==> config.mk <==
export PLATFORM = sky130hd
export DESIGN_NAME = pwl_exp_eval
export DESIGN_NICKNAME = d
export VERILOG_FILES = /design/src/rtl/pwl_exp_pkg.sv /design/src/rtl/pwl_delay.sv /design/src/rtl/pwl_mul_pipe.sv /design/src/rtl/pwl_coef_table.sv /design/src/rtl/pwl_exp_eval.sv
export SDC_FILE = /design/constraint.sdc
export NUM_CORES = 2
export LEC_CHECK = 0
export BUFFER_PORTS_ARGS = -buffer_cell sky130_fd_sc_hd__buf_4
export CAP_MARGIN = 20
export CORE_ASPECT_RATIO = 0.7
export CORE_UTILIZATION = 57
export DETAILED_ROUTE_END_ITERATION = 16
export PLACE_DENSITY = 0.85
export RECOVER_POWER = 25
export SLEW_MARGIN = 40
export SYNTH_ARGS = -nofsm -noshare
export SYNTH_HDL_FRONTEND = slang
export SYNTH_HIERARCHICAL = 1
export SYNTH_MEMORY_MAX_BITS = 65536
export SYNTH_SLANG_ARGS = --single-unit
==> constraint.sdc <==
create_clock -name clk -period 9.35 [get_ports clk]
set_input_delay 0.4675 -clock clk [delete_from_list [all_inputs] [get_ports clk]]
set_output_delay 0.4675 -clock clk [all_outputs]
set_load 0.005 [all_outputs]
==> src/rtl/pwl_exp_pkg.sv <==
package pwl_exp_pkg;

  typedef enum logic {
    TBL_SLOPE = 1'b0,
    TBL_ICPT  = 1'b1
  } tbl_sel_e;

  function automatic int unsigned pwl_latency(int unsigned mul_lat);
    return 2 * mul_lat + 3;
  endfunction

endpackage

==> src/rtl/pwl_delay.sv <==
module pwl_delay #(
  parameter int unsigned W     = 8,
  parameter int unsigned DEPTH = 1
) (
  input  logic         clk,
  input  logic         rst_n,
  input  logic         in_vld,
  input  logic [W-1:0] in_data,
  output logic         out_vld,
  output logic [W-1:0] out_data
);

  logic [DEPTH-1:0] vld_q, vld_d;
  logic [W-1:0]     dat_q [DEPTH];
  logic [W-1:0]     dat_d [DEPTH];

  always_comb begin
    vld_d[0] = in_vld;
    dat_d[0] = in_data;
    for (int i = 1; i < DEPTH; i++) begin
      vld_d[i] = vld_q[i-1];
      dat_d[i] = dat_q[i-1];
    end
  end

  always_ff @(posedge clk or negedge rst_n) begin
    if (!rst_n) vld_q <= '0;
    else        vld_q <= vld_d;
  end

  // data stages load only when a valid token enters them
  always_ff @(posedge clk) begin
    for (int i = 0; i < DEPTH; i++) begin
      if (vld_d[i]) dat_q[i] <= dat_d[i];
    end
  end

  assign out_vld  = vld_q[DEPTH-1];
  assign out_data = dat_q[DEPTH-1];

endmodule

==> src/rtl/pwl_mul_pipe.sv <==
module pwl_mul_pipe #(
  parameter int unsigned A_W = 8,
  parameter int unsigned B_W = 8,
  parameter int unsigned LAT = 1
) (
  input  logic                      clk,
  input  logic                      rst_n,
  input  logic                      in_vld,
  input  logic signed [A_W-1:0]     a,
  input  logic signed [B_W-1:0]     b,
  output logic                      out_vld,
  output logic signed [A_W+B_W-1:0] p
);

  localparam int unsigned PW = A_W + B_W;

  logic signed [PW-1:0] a_ext, b_ext, p_comb;
  logic [PW-1:0]        p_dly;

  assign a_ext  = PW'(a);
  assign b_ext  = PW'(b);
  assign p_comb = a_ext * b_ext;

  pwl_delay #(.W(PW), .DEPTH(LAT)) u_stages (
    .clk     (clk),
    .rst_n   (rst_n),
    .in_vld  (in_vld),
    .in_data (p_comb),
    .out_vld (out_vld),
    .out_data(p_dly)
  );

  assign p = p_dly;

endmodule

==> src/rtl/pwl_coef_table.sv <==
module pwl_coef_table
  import pwl_exp_pkg::*;
#(
  parameter int unsigned SEG_W  = 6,
  parameter int unsigned COEF_W = 24
) (
  input  logic              clk,
  input  logic              wr_en,
  input  logic              wr_sel,
  input  logic [SEG_W-1:0]  wr_addr,
  input  logic [COEF_W-1:0] wr_data,
  input  logic              rd_en,
  input  logic [SEG_W-1:0]  rd_addr,
  output logic [COEF_W-1:0] rd_slope,
  output logic [COEF_W-1:0] rd_icpt
);

  localparam int unsigned NSEG = 1 << SEG_W;

  logic [COEF_W-1:0] rd_q [2];

  for (genvar g = 0; g < 2; g++) begin : g_tbl
    logic [COEF_W-1:0] mem [NSEG];
    logic              we;

    assign we = wr_en && (tbl_sel_e'(wr_sel) == tbl_sel_e'(g));

    always_ff @(posedge clk) begin
      if (we)    mem[wr_addr] <= wr_data;
      if (rd_en) rd_q[g]      <= mem[rd_addr];
    end
  end

  assign rd_slope = rd_q[TBL_SLOPE];
  assign rd_icpt  = rd_q[TBL_ICPT];

endmodule

==> src/rtl/pwl_exp_eval.sv <==
module pwl_exp_eval #(
  parameter int unsigned DATA_W  = 24,
  parameter int unsigned FRAC_W  = 16,
  parameter int unsigned COEF_W  = 24,
  parameter int unsigned SEG_W   = 6,
  parameter int unsigned MUL_LAT = 8,
  parameter int unsigned SCALE_W = 24,
  parameter int unsigned SCALE   = 524288
) (
  input  logic              clk,
  input  logic              rst_n,
  input  logic              in_vld,
  input  logic [DATA_W-1:0] in_x,
  input  logic              wr_en,
  input  logic              wr_sel,
  input  logic [SEG_W-1:0]  wr_addr,
  input  logic [COEF_W-1:0] wr_data,
  output logic              out_vld,
  output logic [COEF_W-1:0] out_y
);

  localparam int unsigned NSEG  = 1 << SEG_W;
  localparam int unsigned SP_W  = DATA_W + SCALE_W + 2;
  localparam int unsigned IDX_W = SP_W - 2 * FRAC_W;
  localparam int unsigned PR_W  = COEF_W + DATA_W + 1;

  // scale path
  logic              s_vld;
  logic [SP_W-1:0]   s_prod;
  logic [IDX_W-1:0]  idx_full;
  logic [SEG_W-1:0]  seg_d, seg_q;
  logic              seg_vld_q;

  // table read
  logic [COEF_W-1:0] k_rd, b_rd;
  logic              rd_vld_q;

  // aligned operands
  logic              xd_vld;
  logic [DATA_W-1:0] xd;
  logic              pr_vld;
  logic [PR_W-1:0]   pr;
  logic              bd_vld;
  logic [COEF_W-1:0] bd;

  // output
  logic [COEF_W-1:0] y_d;
  logic              out_vld_q;
  logic [COEF_W-1:0] out_y_q;

  pwl_mul_pipe #(.A_W(DATA_W + 1), .B_W(SCALE_W + 1), .LAT(MUL_LAT)) u_scale (
    .clk    (clk),
    .rst_n  (rst_n),
    .in_vld (in_vld),
    .a      ({1'b0, in_x}),
    .b      ({1'b0, SCALE_W'(SCALE)}),
    .out_vld(s_vld),
    .p      (s_prod)
  );

  // segment index: integer part of the scaled value, clamped to the table
  always_comb begin
    idx_full = s_prod[SP_W-1:2*FRAC_W];
    if (idx_full > IDX_W'(NSEG - 1)) seg_d = SEG_W'(NSEG - 1);
    else                             seg_d = idx_full[SEG_W-1:0];
  end

  always_ff @(posedge clk or negedge rst_n) begin
    if (!rst_n) begin
      seg_vld_q <= 1'b0;
      rd_vld_q  <= 1'b0;
    end else begin
      seg_vld_q <= s_vld;
      rd_vld_q  <= seg_vld_q;
    end
  end

  always_ff @(posedge clk) begin
    if (s_vld) seg_q <= seg_d;
  end

  pwl_coef_table #(.SEG_W(SEG_W), .COEF_W(COEF_W)) u_tbl (
    .clk     (clk),
    .wr_en   (wr_en),
    .wr_sel  (wr_sel),
    .wr_addr (wr_addr),
    .wr_data (wr_data),
    .rd_en   (seg_vld_q),
    .rd_addr (seg_q),
    .rd_slope(k_rd),
    .rd_icpt (b_rd)
  );

  // input waits for scaling, index register and table read
  pwl_delay #(.W(DATA_W), .DEPTH(MUL_LAT + 2)) u_xdly (
    .clk     (clk),
    .rst_n   (rst_n),
    .in_vld  (in_vld),
    .in_data (in_x),
    .out_vld (xd_vld),
    .out_data(xd)
  );

  pwl_mul_pipe #(.A_W(COEF_W), .B_W(DATA_W + 1), .LAT(MUL_LAT)) u_prod (
    .clk    (clk),
    .rst_n  (rst_n),
    .in_vld (rd_vld_q),
    .a      (k_rd),
    .b      ({1'b0, xd}),
    .out_vld(pr_vld),
    .p      (pr)
  );

  // intercept waits for the product
  pwl_delay #(.W(COEF_W), .DEPTH(MUL_LAT)) u_bdly (
    .clk     (clk),
    .rst_n   (rst_n),
    .in_vld  (rd_vld_q),
    .in_data (b_rd),
    .out_vld (bd_vld),
    .out_data(bd)
  );

  assign y_d = bd - pr[FRAC_W +: COEF_W];

  always_ff @(posedge clk or negedge rst_n) begin
    if (!rst_n) begin
      out_vld_q <= 1'b0;
      out_y_q   <= '0;
    end else begin
      out_vld_q <= pr_vld;
      if (pr_vld) out_y_q <= y_d;
    end
  end

  assign out_vld = out_vld_q;
  assign out_y   = out_y_q;

  logic unused_bits;
  assign unused_bits = ^{s_prod[2*FRAC_W-1:0], pr[PR_W-1:FRAC_W+COEF_W],
                         pr[FRAC_W-1:0], xd_vld, bd_vld};

endmodule

==> metrics.md <==
| Metric | Value |
|---|---|
| Status | finished with violations |
| Failing checks | max-capacitance violations, max-slew violations |
| Storage cell area | about 0.12 mm² |
| Root Buffer Master | clkbuf_16 |
| Max Cap Viol | 39 |
| Area of the multi-input gates | between 0.06 and 0.07 mm² |
| Post-Route WL | between 500000 and 600000 µm |
| Share of cells above drive strength 1 | 16.4% |
| Routed Antenna Nets | 0 |
| Final hold vios | 0 |
| CP delay by family, top | adder cells |
| Post-CTS setup buffer count | 0 |
| Clock Skew | about 0.12 ns |
| CP Launch Type | register |
| Most used cell, CP | fa_1 |
| WS Path Type | register to register |
| Area growth from synthesis to layout | 10.2% |
| Peak supply drop | 1.32 mV |
| Post-CTS sizing | 0 |
| Quantity of I/O buffers inserted on ports | 83 |
| Core area | roughly 0.32 mm² |
| Detailed Place HPWL | around 290000 µm |
| Clock slew at reported path FFs | 0.07 ns |
| Vias in the first global route | 107000 |
| Per-cell routed wire length | 32.8 µm |
| Clk_lat worst skew | 1.00 ns |
| Data required, critical path | roughly 10 ns |
| GR Overflow Total | 0 |
| CTS max path bufs | 4 |
| CP Max Fanout | 17 |
| Syn Inst Count | 10600 |
| Io pins | 84 |
| Slew margin rel. | -155% |
| DR vias | 102000 |
| Vias per inst | 6.53 |
| DR pass1 iterations | 10 |
| YS warnings | 6 |
| Avg Synthesized Cell Area | 17.6 µm² |
| Fin crit period | approximately 7.3 ns |
| Fillers | 20900 |
| Die width | between 600 and 700 µm |
| DR iter-0 viols | 16000 |
| GRT Util Overall | 31.0% |
| Unrepaired setup endpoints after global routing | no |
| Hold buffers post-CTS | 34 |
| Min-Delay Path Class | input port to register |
| Worst-Margin Slew | 3.83 ns |
| Area after DPL | 0.193 mm² |
| CTS tree | done |
| Fin nets | 12500 |
| GP Congestion | 0.936 |
| Leak Pwr | 76.1 nW |
| Fmax | about 0.14 GHz |
| Clk sink count | 3953 |
| Site Rows | roughly 180 |
| CTS Buf Count | between 300 and 400 |
| Cells along the critical path | buf_4 -> nand2_1 -> fa_1 -> inv_1 -> fa_1 -> inv_1 -> fa_1 -> inv_1 -> fa_1 -> fa_1 -> fa_1 -> inv_1 -> fa_1 -> inv_1 -> ha_1 -> nand2_1 -> o21ai_0 -> o21ai_1 -> o21ai_1 -> a31oi_1 -> xnor2_1 |
| Initial Utilization | 57.3% |
| Largest net degree at the start of global routing | about 140 |
| Final setup viols | 0 |
| Die footprint | 0.329 mm² |
| # DRC | 0 |
| Post-route cell area | 0.205 mm² |
| Die height | 480 µm |
| Post-route setup TNS | 0 ns |
| Critical Path Max Stage Delay | 0.85 ns |
| H-tree depth | 5 |
| Power density cells | 345 mW/mm² |
| R2R setup slack | 2.05 ns |
| WP buf/inv | 6 |
| CP Capture Type | register |
| Final slew viol count | between 1500 and 2000 |
| Slowest CP cell | edfxtp_1 |
| Global-route wire length before repair | 732000 µm |
| CP arrival | 7.95 ns |
| Post-Syn Area | 0.186 mm² |
| Initial antenna violation count | 37 |
| Tcrit/Tclk final | 78.0% |
## layout make-up
class / instances / area share (%)
clock inverter: 202 / 0.948
antenna: 14 / 0.0171
clock buffer: 431 / 4.51
multi-input combinational: 5013 / 30.1
timing repair buffer: 407 / 1.77
tap: 4336 / 2.65
inverter: 1223 / 2.24
sequential: 3953 / 57.7
## layer usage
layer / vias to the layer above / track usage, % / routed length (µm)
met4: 26 / 15.3 / 29100
met2: 9123 / 47.4 / 234000
met5: - / 0 / 207
li1: 39000 / - / -
met3: 1856 / 9.26 / 75000
met1: 51800 / 41.2 / 172000
## power breakdown
part           internal [mW]  switching, mW  leakage (nW)
registers               21.1          0.216          36.3
logic                   13.4           21.4          34.3
clock network           7.92           6.66          5.44
total                   42.4           28.3          76.1
## tightest hold or removal path, delay by kind of cell
kind	cells	cell delay [ns]
AND/OR/NAND/NOR	2	0.44
buffers and inverters	1	0.16
## path summary, 6_finish.rpt
kind | from | endpoint | cells after the start
hold reg to reg | u_bdly/dat_q[0][91]$_DFFE_PP_ | u_bdly/dat_q[1][19]$_DFFE_PP_ | 0
hold / removal | wr_addr[3] | u_tbl/g_tbl[0].mem[56][2]$_DFFE_PP_ | 3
setup reg to reg | u_xdly/dat_q[9][7]$_DFFE_PP_ | u_prod/u_stages/dat_q[0][34]$_DFFE_PP_ | 21
min in group asynchronous | rst_n | out_y[3]$_DFFE_PN0P_ | 3
max in group asynchronous | rst_n | u_xdly/vld_q[8]$_DFF_PN0_ | 3
setup / recovery | u_xdly/dat_q[9][7]$_DFFE_PP_ | u_prod/u_stages/dat_q[0][34]$_DFFE_PP_ | 21
## cell usage in the layout (no fill, tap or decap), drive strengths merged, types with 23 or more instances in the layout
cell type	n
and2	572
a21o	34
mux4	832
nand3	27
a21oi	181
o21ai	62
clkbuf	490
inv	1238
nor2b	36
nand2	690
mux2i	110
dlygate4sd3	37
xnor2	42
nor2	299
bufinv	30
o22ai	138
edfxtp	3894
fa	1197
conb	149
nand2b	23
dfrtp	59
clkinv	142
ha	291
buf	311
o221ai	50
## registers in the layout (all words and copies together), names as in the netlist, 6 cells and up
| register | cells |
|---|---|
| u_bdly/dat_q | 192 |
| out_y | 24 |
| u_tbl/g_tbl.mem | 3072 |
| u_prod/u_stages/dat_q | 192 |
| u_bdly/vld_q | 7 |
| u_tbl/rd_q | 48 |
| seg_q | 6 |
| u_scale/u_stages/vld_q | 8 |
| u_xdly/vld_q | 9 |
| u_scale/u_stages/dat_q | 144 |
| u_prod/u_stages/vld_q | 8 |
| u_xdly/dat_q | 240 |
## per-stage QoR
step / hold WS [ns] / worst slack (ns) / power [mW] / utilization [%] / cells
detailed placement: 0.376 / 2.29 / 50.6 / 59.5 / 14900
global placement: 0.369 / 2.28 / 49.8 / 59.3 / 14800
global route: 0.306 / 1.95 / 74.1 / 63.1 / 15600
finish: 0.315 / 2.05 / 70.7 / 63.2 / 15600
CTS: 0.000910 / 2.15 / 65.4 / 63.1 / 15500
floorplan: 0.172 / 2.96 / 45.3 / - / 10700
Note: power is estimated with default switching activity, not from simulation.
